## src/rtl/pwrdn_pkg.sv

```systemverilog
package pwrdn_pkg;

  typedef enum logic [2:0] {
    PS_RUN,
    PS_SLEEP,
    PS_SSTBY,
    PS_DENTRY,
    PS_DSTBY,
    PS_DSETTLE
  } pstate_e;

  localparam logic [1:0] ADDR_CTRL = 2'd0;
  localparam logic [1:0] ADDR_KEEP = 2'd1;
  localparam logic [1:0] ADDR_FLAG = 2'd2;

  localparam int NUM_FLAGS = 2;
  localparam int FLAG_NMI  = 0;
  localparam int FLAG_IRQ  = 1;

endpackage

```

## src/rtl/pwrdn_regs.sv

```systemverilog
module pwrdn_regs
  import pwrdn_pkg::*;
#(
  parameter int DW    = 8,
  parameter int PAGES = 4
) (
  input  logic                 clk,
  input  logic                 rst_n,
  input  logic                 wr_i,
  input  logic [1:0]           addr_i,
  input  logic [DW-1:0]        wdata_i,
  output logic [DW-1:0]        rdata_o,
  input  logic                 settle_done_i,
  input  logic [NUM_FLAGS-1:0] wake_src_i,
  output logic                 standby_en_o,
  output logic                 deep_en_o,
  output logic [PAGES-1:0]     keep_o
);

  logic                 sb_q, sb_d, dp_q, dp_d;
  logic [PAGES-1:0]     keep_q, keep_d;
  logic [NUM_FLAGS-1:0] flag_q, flag_d, flag_clr;
  logic                 wr_ctrl, wr_keep, wr_flag, reg_en;

  assign wr_ctrl = wr_i && (addr_i == ADDR_CTRL);
  assign wr_keep = wr_i && (addr_i == ADDR_KEEP);
  assign wr_flag = wr_i && (addr_i == ADDR_FLAG);
  assign reg_en  = wr_i || settle_done_i;

  always_comb begin
    sb_d   = sb_q;
    dp_d   = dp_q;
    keep_d = keep_q;
    if (wr_ctrl) begin
      sb_d = wdata_i[0];
      dp_d = wdata_i[1];
    end
    if (wr_keep) keep_d = wdata_i[PAGES-1:0];
    if (settle_done_i) begin
      sb_d = 1'b0;
      dp_d = 1'b0;
    end
  end

  for (genvar g = 0; g < NUM_FLAGS; g++) begin : g_flag
    assign flag_clr[g] = wr_flag && wdata_i[g];
    assign flag_d[g]   = (settle_done_i && wake_src_i[g]) ||
                         (flag_q[g] && !flag_clr[g]);
  end

  always_ff @(posedge clk or negedge rst_n) begin
    if (!rst_n) begin
      sb_q   <= 1'b0;
      dp_q   <= 1'b0;
      keep_q <= '0;
      flag_q <= '0;
    end else if (reg_en) begin
      sb_q   <= sb_d;
      dp_q   <= dp_d;
      keep_q <= keep_d;
      flag_q <= flag_d;
    end
  end

  always_comb begin
    rdata_o = '0;
    case (addr_i)
      ADDR_CTRL: rdata_o[1:0]           = {dp_q, sb_q};
      ADDR_KEEP: rdata_o[PAGES-1:0]     = keep_q;
      ADDR_FLAG: rdata_o[NUM_FLAGS-1:0] = flag_q;
      default:   rdata_o                = '0;
    endcase
  end

  assign standby_en_o = sb_q;
  assign deep_en_o    = dp_q;
  assign keep_o       = keep_q;

  p_flag_set_r10: assert property (@(posedge clk) disable iff (!rst_n)
    settle_done_i |=> ((flag_q & $past(wake_src_i)) == $past(wake_src_i)));

  p_ctrl_clr_r10: assert property (@(posedge clk) disable iff (!rst_n)
    settle_done_i |=> (!sb_q && !dp_q));

  p_flag_w1c_r11: assert property (@(posedge clk) disable iff (!rst_n)
    (wr_flag && !settle_done_i) |=> ((flag_q & $past(wdata_i[NUM_FLAGS-1:0])) == '0));

endmodule

```

## src/rtl/pwrdn_wake.sv

```systemverilog
module pwrdn_wake #(
  parameter int NUM_IRQ = 8
) (
  input  logic               clk,
  input  logic               rst_n,
  input  logic [NUM_IRQ-1:0] irq_i,
  input  logic               fiq_i,
  input  logic               irq_mask_i,
  input  logic               fiq_mask_i,
  input  logic               sev_i,
  input  logic               wfe_i,
  input  logic               wfi_i,
  input  logic               in_run_i,
  output logic               any_req_o,
  output logic               unmasked_req_o,
  output logic               evt_o
);

  logic irq_any;
  logic evt_q, evt_d, evt_set, evt_use, evt_en;

  assign irq_any        = |irq_i;
  assign any_req_o      = irq_any || fiq_i;
  assign unmasked_req_o = (irq_any && !irq_mask_i) || (fiq_i && !fiq_mask_i);

  assign evt_set = sev_i || (in_run_i && any_req_o);
  assign evt_use = in_run_i && wfe_i && !wfi_i && evt_q;
  assign evt_en  = evt_set || evt_use;

  always_comb begin
    evt_d = evt_q;
    if (evt_use) evt_d = 1'b0;
    if (evt_set) evt_d = 1'b1;
  end

  always_ff @(posedge clk or negedge rst_n) begin
    if (!rst_n)      evt_q <= 1'b0;
    else if (evt_en) evt_q <= evt_d;
  end

  assign evt_o = evt_q;

  p_evt_set_r5: assert property (@(posedge clk) disable iff (!rst_n)
    sev_i |=> evt_q);

  p_evt_use_r5: assert property (@(posedge clk) disable iff (!rst_n)
    (in_run_i && wfe_i && !wfi_i && evt_q && !sev_i && !any_req_o) |=> !evt_q);

endmodule

```

## src/rtl/pwrdn_fsm.sv

```systemverilog
module pwrdn_fsm
  import pwrdn_pkg::*;
#(
  parameter int SETTLE_CYC = 16
) (
  input  logic                 clk,
  input  logic                 rst_n,
  input  logic                 wfi_i,
  input  logic                 wfe_i,
  input  logic                 evt_i,
  input  logic                 standby_en_i,
  input  logic                 deep_en_i,
  input  logic                 any_req_i,
  input  logic                 unmasked_req_i,
  input  logic                 nmi_i,
  output pstate_e              state_o,
  output logic                 settle_done_o,
  output logic [NUM_FLAGS-1:0] wake_src_o
);

  localparam int CW = $clog2(SETTLE_CYC + 1);
  localparam logic [CW-1:0] CNT_LAST = CW'(SETTLE_CYC - 1);

  pstate_e              state_q, state_d;
  logic                 wfe_mode_q, wfe_mode_d;
  logic [CW-1:0]        cnt_q, cnt_d;
  logic [NUM_FLAGS-1:0] src_q, src_d;
  logic                 deep_wake;

  assign deep_wake     = any_req_i || nmi_i;
  assign settle_done_o = (state_q == PS_DSETTLE) && (cnt_q == CNT_LAST);

  always_comb begin
    state_d    = state_q;
    wfe_mode_d = wfe_mode_q;
    cnt_d      = cnt_q;
    src_d      = src_q;
    case (state_q)
      PS_RUN: begin
        if (wfi_i) begin
          wfe_mode_d = 1'b0;
          if (!standby_en_i)   state_d = PS_SLEEP;
          else if (!deep_en_i) state_d = PS_SSTBY;
          else if (!nmi_i)     state_d = PS_DENTRY;
        end else if (wfe_i && !evt_i) begin
          wfe_mode_d = 1'b1;
          state_d    = PS_SLEEP;
        end
      end
      PS_SLEEP: begin
        if (wfe_mode_q) begin
          if (unmasked_req_i || nmi_i) state_d = PS_RUN;
        end else if (any_req_i || nmi_i) begin
          state_d = PS_RUN;
        end
      end
      PS_SSTBY: begin
        if (any_req_i || nmi_i) state_d = PS_RUN;
      end
      PS_DENTRY: begin
        state_d = nmi_i ? PS_RUN : PS_DSTBY;
      end
      PS_DSTBY: begin
        if (deep_wake) begin
          state_d               = PS_DSETTLE;
          cnt_d                 = '0;
          src_d                 = '0;
          src_d[FLAG_NMI]       = nmi_i;
          src_d[FLAG_IRQ]       = any_req_i;
        end
      end
      PS_DSETTLE: begin
        if (cnt_q == CNT_LAST) state_d = PS_RUN;
        else                   cnt_d   = cnt_q + 1'b1;
      end
      default: state_d = PS_RUN;
    endcase
  end

  always_ff @(posedge clk or negedge rst_n) begin
    if (!rst_n) begin
      state_q    <= PS_RUN;
      wfe_mode_q <= 1'b0;
      cnt_q      <= '0;
      src_q      <= '0;
    end else begin
      state_q    <= state_d;
      wfe_mode_q <= wfe_mode_d;
      cnt_q      <= cnt_d;
      src_q      <= src_d;
    end
  end

  assign state_o    = state_q;
  assign wake_src_o = src_q;

  p_run_hold_r6: assert property (@(posedge clk) disable iff (!rst_n)
    (state_q == PS_RUN && !wfi_i && !wfe_i) |=> (state_q == PS_RUN));

  p_wfi_wake_r3: assert property (@(posedge clk) disable iff (!rst_n)
    (state_q == PS_SLEEP && !wfe_mode_q && any_req_i) |=> (state_q == PS_RUN));

  p_wfe_hold_r4: assert property (@(posedge clk) disable iff (!rst_n)
    (state_q == PS_SLEEP && wfe_mode_q && !unmasked_req_i && !nmi_i) |=> (state_q == PS_SLEEP));

  p_nmi_abort_r9: assert property (@(posedge clk) disable iff (!rst_n)
    (state_q == PS_DENTRY && nmi_i) |=> (state_q == PS_RUN));

  p_settle_bound_r10: assert property (@(posedge clk) disable iff (!rst_n)
    (state_q == PS_DSETTLE) |-> (cnt_q < CW'(SETTLE_CYC)));

endmodule

```

## src/rtl/pwrdn_outdec.sv

```systemverilog
module pwrdn_outdec
  import pwrdn_pkg::*;
#(
  parameter int PAGES = 4
) (
  input  pstate_e          state_i,
  input  logic [PAGES-1:0] keep_i,
  output logic             cpu_clk_en_o,
  output logic             per_clk_en_o,
  output logic             clk_out_en_o,
  output logic             main_pwr_off_o,
  output logic             core_rst_o,
  output logic [PAGES-1:0] ram_keep_o
);

  logic in_deep;

  assign in_deep        = (state_i == PS_DSTBY);
  assign cpu_clk_en_o   = (state_i == PS_RUN);
  assign per_clk_en_o   = (state_i == PS_RUN) || (state_i == PS_SLEEP);
  assign clk_out_en_o   = per_clk_en_o;
  assign main_pwr_off_o = in_deep;
  assign core_rst_o     = (state_i == PS_DSETTLE);

  for (genvar p = 0; p < PAGES; p++) begin : g_page
    assign ram_keep_o[p] = !in_deep || keep_i[p];
  end

endmodule

```

## src/rtl/pwrdn_ctrl.sv

```systemverilog
module pwrdn_ctrl
  import pwrdn_pkg::*;
#(
  parameter int NUM_IRQ    = 8,
  parameter int PAGES      = 4,
  parameter int DW         = 8,
  parameter int SETTLE_CYC = 16
) (
  input  logic               clk,
  input  logic               rst_n,
  input  logic               wfi_i,
  input  logic               wfe_i,
  input  logic               sev_i,
  input  logic               bus_wr_i,
  input  logic [1:0]         bus_addr_i,
  input  logic [DW-1:0]      bus_wdata_i,
  output logic [DW-1:0]      bus_rdata_o,
  input  logic [NUM_IRQ-1:0] irq_i,
  input  logic               fiq_i,
  input  logic               irq_mask_i,
  input  logic               fiq_mask_i,
  input  logic               nmi_i,
  output logic               cpu_clk_en_o,
  output logic               per_clk_en_o,
  output logic               clk_out_en_o,
  output logic               main_pwr_off_o,
  output logic               core_rst_o,
  output logic [PAGES-1:0]   ram_keep_o
);

  pstate_e              state;
  logic                 settle_done, standby_en, deep_en;
  logic                 any_req, unmasked_req, evt;
  logic [NUM_FLAGS-1:0] wake_src;
  logic [PAGES-1:0]     keep_mask;

  pwrdn_regs #(.DW(DW), .PAGES(PAGES)) u_regs (
    .clk          (clk),
    .rst_n        (rst_n),
    .wr_i         (bus_wr_i),
    .addr_i       (bus_addr_i),
    .wdata_i      (bus_wdata_i),
    .rdata_o      (bus_rdata_o),
    .settle_done_i(settle_done),
    .wake_src_i   (wake_src),
    .standby_en_o (standby_en),
    .deep_en_o    (deep_en),
    .keep_o       (keep_mask)
  );

  pwrdn_wake #(.NUM_IRQ(NUM_IRQ)) u_wake (
    .clk           (clk),
    .rst_n         (rst_n),
    .irq_i         (irq_i),
    .fiq_i         (fiq_i),
    .irq_mask_i    (irq_mask_i),
    .fiq_mask_i    (fiq_mask_i),
    .sev_i         (sev_i),
    .wfe_i         (wfe_i),
    .wfi_i         (wfi_i),
    .in_run_i      (state == PS_RUN),
    .any_req_o     (any_req),
    .unmasked_req_o(unmasked_req),
    .evt_o         (evt)
  );

  pwrdn_fsm #(.SETTLE_CYC(SETTLE_CYC)) u_fsm (
    .clk           (clk),
    .rst_n         (rst_n),
    .wfi_i         (wfi_i),
    .wfe_i         (wfe_i),
    .evt_i         (evt),
    .standby_en_i  (standby_en),
    .deep_en_i     (deep_en),
    .any_req_i     (any_req),
    .unmasked_req_i(unmasked_req),
    .nmi_i         (nmi_i),
    .state_o       (state),
    .settle_done_o (settle_done),
    .wake_src_o    (wake_src)
  );

  pwrdn_outdec #(.PAGES(PAGES)) u_out (
    .state_i       (state),
    .keep_i        (keep_mask),
    .cpu_clk_en_o  (cpu_clk_en_o),
    .per_clk_en_o  (per_clk_en_o),
    .clk_out_en_o  (clk_out_en_o),
    .main_pwr_off_o(main_pwr_off_o),
    .core_rst_o    (core_rst_o),
    .ram_keep_o    (ram_keep_o)
  );

  p_pwr_clk_r8: assert property (@(posedge clk) disable iff (!rst_n)
    main_pwr_off_o |-> (!cpu_clk_en_o && !per_clk_en_o && !clk_out_en_o));

  p_wfi_sleep_r2: assert property (@(posedge clk) disable iff (!rst_n)
    (cpu_clk_en_o && wfi_i && !standby_en) |=> (!cpu_clk_en_o && per_clk_en_o));

endmodule

```

## config.mk

```make
export PLATFORM = sky130hd
export DESIGN_NAME = pwrdn_ctrl
export DESIGN_NICKNAME = d
export VERILOG_FILES = /design/src/rtl/pwrdn_pkg.sv /design/src/rtl/pwrdn_regs.sv /design/src/rtl/pwrdn_wake.sv /design/src/rtl/pwrdn_fsm.sv /design/src/rtl/pwrdn_outdec.sv /design/src/rtl/pwrdn_ctrl.sv
export SDC_FILE = /design/constraint.sdc
export NUM_CORES = 1
export LEC_CHECK = 0
export ABC_AREA = 1
export BUFFER_PORTS_ARGS = -buffer_cell sky130_fd_sc_hd__buf_2
export CORE_MARGIN = 2
export CORE_UTILIZATION = 44
export CTS_CLUSTER_DIAMETER = 60
export CTS_CLUSTER_SIZE = 24
export DETAILED_ROUTE_END_ITERATION = 7
export PLACE_DENSITY_LB_ADDON = 0.2
export SLEW_MARGIN = 20
export SYNTH_ARGS = -nofsm -noshare
export SYNTH_HDL_FRONTEND = slang
export SYNTH_SLANG_ARGS = --single-unit
```

## constraint.sdc

```tcl
create_clock -name clk -period 1.7 [get_ports clk]
set_clock_uncertainty 0.1 [all_clocks]
set_input_delay 0.34 -clock clk [delete_from_list [all_inputs] [get_ports clk]]
set_output_delay 0.34 -clock clk [all_outputs]
set_load 0.05 [all_outputs]
```

Yosys cells after proc, flatten, opt, wreduce, memory -nomap -nowiden
Cells that the tools add are included.
{ "word_totals": {"reg_bits": 20, "latch_bits": 0, "ram_bits": 0, "romBits": 0, "output_inout_bits": 17, "memories": 0} }
{ "op_classes": {"add_sub_neg": 1, "n_mul": 0, "div": 0, "order_cmp": 0, "eq_ne": 14, "shifts": 0, "muxes": 25, "bitwise_logic": 0, "n_reduce_logical": 52} }
{ "ops": {"columns": ["cell", "n"], "rows": [
  ["$mux 3", 11],
  ["$pmux 3 s6", 1],
  ["$logic_and 1x1->1", 17],
  ["$logic_or 1x1->1", 14],
  ["$mux 5", 2],
  ["$pmux 5 s2", 1],
  ["$reduce_and 2->1", 5],
  ["$mux 1", 8],
  ["$reduce_bool 2->1", 4],
  ["$reduce_or 8->1", 1],
  ["$logic_not 1->1", 7],
  ["$eq 3x2->1 const B", 2],
  ["$eq 3x3->1 const B", 2],
  ["$pmux 2 s3", 1],
  ["$add 5x1->5 const B", 1],
  ["$eq 5x4->1 const B", 1],
  ["$ne 5x5->1 const B", 1],
  ["$reduce_and 5->1", 1],
  ["$ne 2x2->1 const B", 2],
  ["$eq 3x1->1 const B", 1],
  ["$logic_not 3->1", 1],
  ["$ne 3x2->1 const B", 1],
  ["$ne 3x3->1 const B", 1],
  ["$reduce_and 3->1", 1],
  ["other kinds (5)", 5]
]} }

Depth between registers and ports, before layout
{ "depth": {"depth_word": 7, "ltp_mapped": 10, "ltp_nobuf": 10} }

Cells and area by module
Synthesis repeated with hierarchy kept, for this count alone.
{ "unflattened": {"hier_cells": 188, "area_unflattened_um2": 1312.5} }
{ "modules_own_cells": {"columns": ["mod", "instances", "cells_per_inst", "area_each_um2", "seq_area_each_um2"], "rows": [
  ["pwrdn_fsm", 1, 90, 684.4, 275.3],
  ["pwrdn_regs", 1, 61, 441.7, 200.2],
  ["pwrdn_wake", 1, 15, 90.1, 25.0],
  ["pwrdn_outdec", 1, 18, 78.8, 0.0],
  ["pwrdn_ctrl", 1, 4, 17.5, 0.0]
]} }

Least setup slack after synthesis
No wires, ideal clock.
{ "synth_timing": {"path_kind": "register to output", "startpoint": "register u_fsm.state_q[2], in the netlist u_fsm.state_o[2]", "endpoint": "output port per_clk_en_o", "arrival_ns": 1.512, "path_slack_ns": -0.252, "stages_incl_launch_ff": 4, "path_cell_list": "dfrtp_1 buf_4 nor2_1 buf_4"} }
{ "synth_between": {"elab_chain_len": 2, "elab_cells_between_ends": 3, "classes_between": "eq/ne: 1; reduce/logical: 2"} }
{ "synth_rtl": {"columns": ["item", "line_no", "text"], "rows": [
  ["start, declared", "pwrdn_fsm.sv:24", "pstate_e state_q, state_d;"],
  ["start signal, assigned", "pwrdn_fsm.sv:87", "state_q <= state_d;"],
  ["$eq 3x1->1 or $logic_not 3->1 (tied branches)", "pwrdn_outdec.sv:20", "assign per_clk_en_o = (state_i == PS_RUN) || (state_i == PS_SLEEP);"],
  ["$logic_or 1x1->1 *", "pwrdn_outdec.sv:20", null],
  ["end, declared", "pwrdn_ctrl.sv:24", "output logic per_clk_en_o,"]
]} }
Every way passes the cells marked *; elsewhere a longest branch is shown, timed or not.

Worst setup path after layout
{ "layout_timing": {"startpoint": "register u_fsm.state_q[0], in the netlist u_fsm.state_o[0]", "endpoint": "output port ram_keep_o[1]"} }
{ "layout_between": {"elab_chain_len": 3} }
{ "layout_rtl": {"columns": ["item", "line_no", "text"], "rows": [
  ["$eq 3x3->1", "pwrdn_outdec.sv:18", "assign in_deep = (state_i == PS_DSTBY);"],
  ["$logic_not 1->1", "pwrdn_outdec.sv:26", "assign ram_keep_o[p] = !in_deep || keep_i[p];"],
  ["$logic_or 1x1->1", "pwrdn_outdec.sv:26", null],
  ["end, declared", "pwrdn_ctrl.sv:28", "output logic [PAGES-1:0] ram_keep_o"]
]} }
Every way passes these cells.

==> flow_metrics.py <==
metrics = {
    "outcome": {
        "status": "finished, violations left",
        "violations": "setup timing",
    },
    "worst_setup_path": {
        "cp.required_ps": 1260,
        "cp.arrival_ps": 1310,
        "cp-start-kind": "register",
        "worstSetupEndpointType": "primary output",
        "worstPathMaxFanout": 7,
        "path_class": "reg2out",
    },
    "grt": {
        "grt_usage_pct": 19.5,
        "grt_overflow_total": 0,
        "grt_antenna_before_repair": 0,
        "grt_max_degree": 21,
        "grt_pass1_wl_um": 5150,
        "grt_pass1_vias": 1257,
    },
    "yosys": {
        "syn_area_um2": 1260,
        "synth_edf_count": 0,
        "synthFlopType": "dfrtp_1",
        "synth.distinct_cells": 24,
        "syn_inst": 175,
        "avgSynthCellArea_um2": 7.22,
        "synth-seq-cells": 20,
        "seq_area_frac_synth_pct": 39.6,
        "yosysWarnings": 0,
        "async_reset_ff_share_pct": 100,
    },
    "routing": {
        "drc": 0,
        "via_per_inst": 5.08,
        "drtPass1Iterations": 4,
        "routed_wl_um": 2990,
        "wl_per_cell_um": 11.5,
        "via_count": 1320,
        "ant_nets": 0,
        "drt_iter0_drc": 38,
    },
    "cts": {
        "htreeDepth": 1,
        "clock_sinks": 20,
        "cts.path.max_buffers": 2,
        "cts-buffers-inserted": 3,
        "insertion_delay_ps": 310,
        "clock-root-buffer": "clkbuf_4",
        "clk_pin_slew_ps": 120,
        "cts_tree": "yes",
    },
    "run": {
        "maxCapViolations": 0,
    },
    "floorplanning": {
        "dieArea_um2": 3320,
        "io_pins": 45,
        "start_util_pct": 46.2,
        "coreArea_um2": 2730,
        "die-height_um": 57.6,
        "dieWidth_um": 57.6,
        "rows": 19,
    },
    "layout": {
        "diodes": 0,
        "area_growth_syn_to_layout_pct": 39.8,
        "drive_gt1_share_pct": 37.6,
        "nets": 260,
    },
    "place": {
        "gp_congestion": 0.914,
        "port_buffers": 36,
        "hpwl_um": 2280,
    },
    "timing": {
        "drv_slew": 0,
        "holdWs_ps": 120,
        "rsz0062_at_grt": "yes",
        "fin_ws_ps": -53.8,
        "period_needed_ps": 1750,
        "setup_viol": 7,
        "max_freq_mhz": 570,
        "period_share_pct": 103,
        "hold_viol_final": 0,
    },
    "power_and_ir_drop": {
        "p_leak_nw": 0.949,
        "p_per_area_nw_per_um2": 1460,
        "power_mw": 2.58,
        "ir_drop_uv": 1140,
    },
    "min_path": {
        "hp-class": "in2reg",
    },
}
-- synth_stat cells (all sizes together) (2+ instances only) --
cell type | count | area, µm²
nand2 | 40 | 163
nor2 | 30 | 141
inv | 25 | 96.4
dfrtp | 20 | 500
nand3 | 19 | 95.1
o21ai | 15 | 75.1
a21oi | 8 | 40.0
buf | 6 | 45.0
ha | 2 | 25.0
nand4 | 2 | 12.5
o211ai | 2 | 15.0
xor2 | 2 | 17.5
-- state kept, by name (all words and copies together), names as in the netlist --
| name | flops |
|---|---|
| u_fsm.cnt_q | 5 |
| u_regs.keep_o | 4 |
| u_fsm.state_o | 3 |
| u_fsm.wake_src_o | 2 |
| u_regs.flag_q | 2 |
| u_fsm.wfe_mode_q | 1 |
| u_regs.deep_en_o | 1 |
| u_regs.standby_en_o | 1 |
| u_wake.evt_o | 1 |
-- final cells by class --
class                           instances  area, µm²
Fill cell                             246        967
Inverter                               25        111
Clock inverter                          1       30.0
Clock buffer                            3       22.5
Multi-Input combinational cell        127        681
Sequential cell                        20        503
Timing Repair Buffer                   53        380
Tap cell                               31       38.8
-- per-layer routing --
metal	track usage, %	wire, µm	up-vias
li1	-	-	662
met1	24.8	1290	628
met2	33.1	1560	24
met3	3.17	99	6
met4	7.64	38	0
met5	0	0	-
-- critical path, stage by stage, from the launching register on --
cell     delay (ps)
dfrtp_1         430
inv_2           120
nand2_4          70
nor2_8          150
nand2_2          70
buf_6           150
-- cell families (layout without fill, tap and decap cells) --
kind of cell               after synthesis  count (layout)  synth area share (%)
other                                    1               4                 0.297
DFF                                     20              20                  39.6
buffers and inverters                   31              82                  11.2
AOI/OAI and AO/OA                       26              26                  11.0
xor gates and xnor gates                 2               2                  1.39
and+or+nand+nor                         93              93                  34.6
adders and majority gates                2               2                  1.98
-- metrics by stage --
step / std cells / util [%] / instance area, µm² / setup TNS [ps] / worst slack (ps)
CTS: 253 / 60.3 / 1650 / -462 / -84.7
finish: 260 / 64.6 / 1770 / -260 / -53.8
global placement: 244 / 55.2 / 1510 / 0 / 78.0
floorplan: 178 / - / 1300 / -65.7 / -39.8
detailed placement: 244 / 55.2 / 1510 / 0 / 74.8
global route: 260 / 64.6 / 1770 / -735 / -137
-- layout by cell type, fill, tap and decap left out, types with 4 or more instances in the layout --
cell,netlist,layout
nand2_1,37,32
buf_2,0,26
nor2_1,26,21
nand3_1,19,19
dfrtp_1,20,18
inv_1,21,17
buf_4,6,15
o21ai_0,14,14
a21oi_1,8,8
buf_6,0,8
nand2_2,2,6
inv_2,3,5
nor2_4,1,4
nor2_2,2,4
conb_1,1,4
clkbuf_4,0,4
-- final timing paths --
path | slack [ps] | endpoint | start | cells past startpoint
setup / recovery | -50 | ram_keep_o[1] | u_fsm.state_o[0] | 5
hold / removal | 120 | u_wake.evt_o | sev_i | 3
setup reg to reg | 100 | u_fsm.cnt_q[3] | u_fsm.cnt_q[0] | 9
hold reg to reg | 400 | u_regs.keep_o[0] | u_regs.keep_o[0] | 2
max in group asynchronous | 790 | u_fsm.state_o[1] | rst_n | 2
min in group asynchronous | 390 | u_regs.flag_q[0] | rst_n | 2
-- what timing repair did --
| item | 4_1_cts | 5_1_grt |
|---|---|---|
| endpoints found under the hold margin | 20 | 0 |
| pin swaps | 2 | 3 |
| resized for setup | 18 | 21 |
| buffers inserted | 4 | 7 |
| endpoints found under the setup margin | 7 | 17 |
| cloned | 0 | 0 |
| hold buffers | 1 | 0 |
-- power by group --
| group | internal [mW] | switching [mW] | leakage (nW) |
|---|---|---|---|
| logic | 0.598 | 0.893 | 0.678 |
| clock network | 0.238 | 0.148 | 0.0279 |
| registers | 0.605 | 0.102 | 0.243 |
Power figures use the tool's default switching activity.
